===== src/rtl/scl_gen_pkg.sv =====
package scl_gen_pkg;

    localparam int FIELD_W = 8;
    localparam int DIV_W   = 2 * FIELD_W;
    localparam int CNT_W   = FIELD_W + 1;

    typedef enum logic [1:0] {
        PH_IDLE = 2'd0,
        PH_LOW  = 2'd1,
        PH_HIGH = 2'd2
    } phase_e;

    typedef struct packed {
        logic [FIELD_W-1:0] hi;
        logic [FIELD_W-1:0] lo;
    } div_t;

    // low phase lasts count + 1 cycles
    function automatic logic [CNT_W-1:0] low_len(input div_t d);
        return {1'b0, d.lo} + CNT_W'(1);
    endfunction

    // high phase lasts count + 2 cycles
    function automatic logic [CNT_W-1:0] high_len(input div_t d);
        return {1'b0, d.hi} + CNT_W'(2);
    endfunction

endpackage


===== src/rtl/scl_div_reg.sv =====
module scl_div_reg
    import scl_gen_pkg::*;
#(
    parameter logic [DIV_W-1:0] RESET_DIV = 16'h1F1F
) (
    input  logic             clk,
    input  logic             rst,
    input  logic             wr,
    input  logic [DIV_W-1:0] wdata,
    output div_t             div_q
);

    always_ff @(posedge clk) begin
        if (rst) begin
            div_q <= div_t'(RESET_DIV);
        end else if (wr) begin
            div_q <= div_t'(wdata);
        end
    end


    wr_load_chk: assert property (@(posedge clk) disable iff (rst)
        wr |=> (div_q == div_t'($past(wdata))));

endmodule


===== src/rtl/scl_phase_ctr.sv =====
module scl_phase_ctr
    import scl_gen_pkg::*;
(
    input  logic             clk,
    input  logic             rst,
    input  logic             enable,
    input  logic             active,
    input  logic             restart,
    input  logic [CNT_W-1:0] new_len,
    output logic             first,
    output logic             last
);

    logic [CNT_W-1:0] cnt;
    logic [CNT_W-1:0] len;

    always_ff @(posedge clk) begin
        if (rst) begin
            cnt <= '0;
            len <= '0;
        end else if (!enable) begin
            cnt <= '0;
        end else if (restart) begin
            cnt <= '0;
            len <= new_len;
        end else begin
            cnt <= cnt + CNT_W'(1);
        end
    end

    assign first = active && (cnt == '0);
    assign last  = active && (cnt == len - CNT_W'(1));


    cnt_in_range_chk: assert property (@(posedge clk) disable iff (rst)
        active |-> (cnt < len));


    cnt_parked_chk: assert property (@(posedge clk) disable iff (rst)
        !active |-> (cnt == '0));

endmodule


===== src/rtl/scl_phase_fsm.sv =====
module scl_phase_fsm
    import scl_gen_pkg::*;
(
    input  logic   clk,
    input  logic   rst,
    input  logic   enable,
    input  logic   last,
    output phase_e phase,
    output logic   restart,
    output logic   pick_low
);

    phase_e nxt;

    always_comb begin
        nxt      = phase;
        restart  = 1'b0;
        pick_low = 1'b1;
        if (!enable) begin
            nxt = PH_IDLE;
        end else begin
            case (phase)
                PH_IDLE: begin
                    nxt     = PH_LOW;
                    restart = 1'b1;
                end
                PH_LOW: if (last) begin
                    nxt      = PH_HIGH;
                    restart  = 1'b1;
                    pick_low = 1'b0;
                end
                PH_HIGH: if (last) begin
                    nxt     = PH_LOW;
                    restart = 1'b1;
                end
                default: nxt = PH_IDLE;
            endcase
        end
    end

    always_ff @(posedge clk) begin
        if (rst) phase <= PH_IDLE;
        else     phase <= nxt;
    end


    start_low_chk: assert property (@(posedge clk) disable iff (rst)
        (phase == PH_IDLE && enable) |=> (phase == PH_LOW));


    low_to_high_chk: assert property (@(posedge clk) disable iff (rst)
        (phase == PH_LOW && last && enable) |=> (phase == PH_HIGH));

endmodule


===== src/rtl/scl_phase_gen.sv =====
module scl_phase_gen
    import scl_gen_pkg::*;
#(
    parameter logic [15:0] RESET_DIV = 16'h1F1F
) (
    input  logic        clk,
    input  logic        rst,
    input  logic        div_wr,
    input  logic [15:0] div_wdata,
    input  logic        enable,
    output logic        scl_pull_low,
    output logic        fall_stb,
    output logic        rise_stb
);

    div_t             div_q;
    phase_e           phase;
    logic             restart;
    logic             pick_low;
    logic             first;
    logic             last;
    logic             active;
    logic [CNT_W-1:0] new_len;

    scl_div_reg #(.RESET_DIV(RESET_DIV)) u_div (
        .clk   (clk),
        .rst   (rst),
        .wr    (div_wr),
        .wdata (div_wdata),
        .div_q (div_q)
    );

    scl_phase_fsm u_fsm (
        .clk      (clk),
        .rst      (rst),
        .enable   (enable),
        .last     (last),
        .phase    (phase),
        .restart  (restart),
        .pick_low (pick_low)
    );

    assign active  = (phase != PH_IDLE);
    assign new_len = pick_low ? low_len(div_q) : high_len(div_q);

    scl_phase_ctr u_ctr (
        .clk     (clk),
        .rst     (rst),
        .enable  (enable),
        .active  (active),
        .restart (restart),
        .new_len (new_len),
        .first   (first),
        .last    (last)
    );

    assign scl_pull_low = (phase == PH_LOW);
    assign fall_stb     = first && (phase == PH_LOW);
    assign rise_stb     = first && (phase == PH_HIGH);


    stb_excl_chk: assert property (@(posedge clk) disable iff (rst)
        $onehot0({fall_stb, rise_stb}));


    rise_released_chk: assert property (@(posedge clk) disable iff (rst)
        rise_stb |-> !scl_pull_low);


    disable_release_chk: assert property (@(posedge clk) disable iff (rst)
        !enable |=> (!scl_pull_low && !fall_stb && !rise_stb));


    fall_single_chk: assert property (@(posedge clk) disable iff (rst)
        fall_stb |=> !fall_stb);

endmodule


===== config.mk =====
export PLATFORM = sky130hd
export DESIGN_NAME = scl_phase_gen
export DESIGN_NICKNAME = d
export VERILOG_FILES = /design/src/rtl/scl_gen_pkg.sv /design/src/rtl/scl_div_reg.sv /design/src/rtl/scl_phase_ctr.sv /design/src/rtl/scl_phase_fsm.sv /design/src/rtl/scl_phase_gen.sv
export SDC_FILE = /design/constraint.sdc
export NUM_CORES = 1
export LEC_CHECK = 0
export CELL_PAD_IN_SITES_DETAIL_PLACEMENT = 0
export CELL_PAD_IN_SITES_GLOBAL_PLACEMENT = 1
export CORE_ASPECT_RATIO = 0.9
export CORE_UTILIZATION = 43
export DETAILED_ROUTE_END_ITERATION = 8
export HOLD_SLACK_MARGIN = 0.02
export PLACE_DENSITY_LB_ADDON = 0.1
export SYNTH_ARGS = -nofsm -noshare
export SYNTH_HDL_FRONTEND = slang
export SYNTH_SLANG_ARGS = --single-unit

===== constraint.sdc =====
create_clock -name clk -period 3.1 [get_ports clk]
set_input_delay 0.465 -clock clk [delete_from_list [all_inputs] [get_ports clk]]
set_output_delay 0.465 -clock clk [all_outputs]
set_load 0.05 [all_outputs]

==> summary.md <==
| Metric | Value |
|---|---|
| CP max stage cell | `clkdlybuf4s50_1` |
| Largest cells by area after synthesis | `dfxtp_1 (35%), mux2i_1 (10%), xnor2_1 (5.9%)` |
| Drt pass-1 iters | `4` |
| Status | `completed` |
| Setup tns final | `0 ns` |
| Routed wire length | `about 4300 um` |
| Clock share of power | `about a third` |
| Initial antenna violation count | `0` |
| Syn nets | `260` |
| Rel. slew slack | `a little over three fifths` |
| Clock Skew | `roughly 0.005 ns` |
| Post-synth top cells | `dfxtp_1 (36), nand2_1 (23), mux2i_1 (21)` |
| Dominant synthesized flop cell | `dfxtp_1` |
| Cell count after synthesis | `231` |
| Sw power | `0.000314 W` |
| Critical Path AT | `between 2 and 2.5 ns` |
| Total Die Area | `0.00510 mm2` |
| Cell Area, Synth | `a little over 0.002 mm2` |
| Hold WS | `~0.5 ns` |
| Register area | `a little over 700 um2` |
| Residual DRC | `0` |
| Rows | `23` |
| Worst-Skew Late Latency | `0.28 ns` |
| Switching Fraction | `28.3%` |
| Post-CTS Setup Repair Bufs | `0` |
| TritonCTS buffer count | `5` |
| Seq cells post-synth | `36` |
| First-pass GRT wire length | `7400 um` |
| Fin. Hold Viols | `0` |
| Detailed placement HPWL | `between 3000 and 4000 um` |
| Avg Inst Size Synth | `roughly 9 um2` |
| Cell-internal power | `between 0.0007 and 0.0008 W` |
| CP Class | `register to primary output` |
| Yosys top cell area share | `a little over a third` |
| IO Pins | `23` |
| Htree depth | `2` |
| Mux cell area share after synthesis | `a little over 10%` |
| Post-CTS Resized | `0` |
| Compound-cell area share of the yosys netlist | `9.78%` |
| Worst-path clk slew | `approximately 0.07 ns` |
| Clk sinks | `36` |
| Total design power | `0.00111 W` |
| Yosys warnings | `0` |
| Max stage delay on crit path | `about 0.80 ns` |
| Ant diodes | `0` |
| Die extent in y | `67.9 um` |
| Count leader, synth | `dfxtp_1` |
| Async set-or-reset flop fraction in the synthesized netlist | `0%` |
| CP Cell Sequence | `inv_1 -> ha_1 -> nand4b_1 -> nor2_1 -> clkdlybuf4s50_1` |
| Simple-gate share of the synthesized area | `24.4%` |
| DIE WIDTH | `75.2 um` |
| Hold crit path type | `register to register` |
| Clock Tree Buf Depth | `2` |
| Synthesized-area fraction occupied by adder cells | `approximately 5.4%` |
| XOR/XNOR share of the synthesized area | `11.4%` |
| FILL cells | `463` |
| Initial Util | `a little under half` |
| Min cycle time layout | `around 2.6 ns` |
| Core area | `roughly 0.0045 mm2` |
| Root Buffer Master | `clkbuf_8` |
| Largest net degree at the start of global routing | `18` |
| Total leakage power | `about 0.96 nW` |
| WP data required | `~2.6 ns` |
| Slew @ Worst Pin | `between 0.5 and 0.6 ns` |
| Main combinational cell family by area after synthesis | `simple AND/OR/NAND/NOR gates` |
| Routed Antenna Nets | `0` |
| CTS tree | `yes` |
| Number of global-route vias before repair | `1,571` |
| Synth unique cells | `44` |
| Synth area leader | `dfxtp_1` |
| RSZ-0062 raised after global routing | `false` |
| PwrDens | `between 400 and 500 mW/mm2` |
| Final Cycle Share | `84.1%` |
| Area Overhead vs Synth | `19.2%` |
| Gr usage total | `about 19%` |
| Max Clk Rate | `around 380 MHz` |
| Hold_buf cts | `0` |
| Startpoint Class | `register` |
| Layout cells sized above 1 | `~8.2%` |
| Vias | `~1,700` |
| Largest fanout on the critical path | `4` |
| CP Capture Type | `primary output` |
| Number of enable flip-flop cells after synthesis | `0` |
| Fin nets | `about 290` |
| DR WL/cell | `around 14 um` |
| Post-synthesis sequential area ratio | `about a third` |
| Reg power frac | `between 40% and 50%` |
| Multi-input logic area | `between 0.001 and 0.0015 mm2` |
| Final setup fails | `0` |
| GP Congestion | `roughly 0.8` |
| Max-slew violations | `0` |
| Vias per cell | `5.23` |
| Comb power frac | `approximately a fifth` |
| Remaining Overflow, GRT | `0` |
| DRT iter0 DRCs | `a little under 90` |
| MaxCap Viol Count | `0` |
| I/O Buffers | `22` |
| VDD IR-drop max | `0.290 mV` |
[through the flow]
step	instance area (um2)	cells	utilization [%]	setup slack, ns
after global routing	2470	318	54.3	0.335
after CTS	2470	318	54.3	0.459
after detailed placement	2370	311	52.2	0.524
final	2470	318	54.3	0.493
after global placement	2370	311	52.2	0.558
after floorplan	2070	231	-	0.773
[registers in the layout, summed over array words and instances, names as in the netlist]
name	cells
u_ctr.cnt	9
u_ctr.len	9
u_fsm.phase	2
u_div.div_q	16
[layout make-up]
cell class,count,share of cell area [%]
Multi-Input combinational cell,175,51.3
Sequential cell,36,29.2
Timing Repair Buffer,26,10.6
Clock buffer,7,3.90
Tap cell,62,3.14
Inverter,12,1.82
[worst max-delay path, delay by kind of cell (launching register included)]
kind | cells | cell delay [ns]
AND/OR/NAND/NOR | 2 | 0.32
buffers and inverters | 2 | 0.88
flip-flops | 1 | 0.39
adder cells (fa/ha/maj) | 1 | 0.27
[power groups by stage]
stage / sequential [W] / combinational (W) / clock (W)
5_1_grt: 0.000523 / 0.000251 / 0.000396
3_3_place_gp: 0.000529 / 0.000224 / 0
4_1_cts: 0.000518 / 0.000226 / 0.000372
6_report: 0.000518 / 0.000225 / 0.000366
3_5_place_dp: 0.000529 / 0.000224 / 0
2_1_floorplan: 0.000520 / 0.000165 / 0
[final timing paths]
path / cells after the start / startpoint / end / slack (ns)
max: 5 / u_fsm.phase[0] / rise_stb / 0.49
max reg2reg: 9 / u_ctr.len[0] / u_ctr.len[4] / 0.53
min: 2 / u_div.div_q[8] / u_div.div_q[8] / 0.49
min reg2reg: 2 / u_div.div_q[8] / u_div.div_q[8] / 0.49
[metal layers]
metal	share of wire, %	vias up	track usage, %	routed length, um
met1	54	765	28.6	2310
li1	-	865	-	-
met4	0.65	0	4.17	28
met3	4.3	4	3.98	187
met2	41	28	29.2	1790
met5	0	-	0	0
[cells in the final DEF (no fill, tap or decap), drive strengths merged, types with 5 or more instances in the layout]
| master | n |
|---|---|
| mux2i | 21 |
| nor3 | 13 |
| xor2 | 13 |
| ha | 9 |
| a21oi | 6 |
| clkbuf | 7 |
| nor2 | 17 |
| nand2 | 23 |
| xnor2 | 14 |
| clkdlybuf4s50 | 22 |
| nor4 | 5 |
| dfxtp | 36 |
| nand3 | 10 |
| and3 | 6 |
| inv | 12 |
[logic make-up after synthesis]
kind of cell,after synthesis
flip-flops,36
buffers and inverters,20
AND/OR/NAND/NOR,90
adder cells (fa/ha/maj),9
XOR/XNOR,27
multiplexers,21
AO/OA/AOI/OAI,28
(Power assumes the default switching activity.)
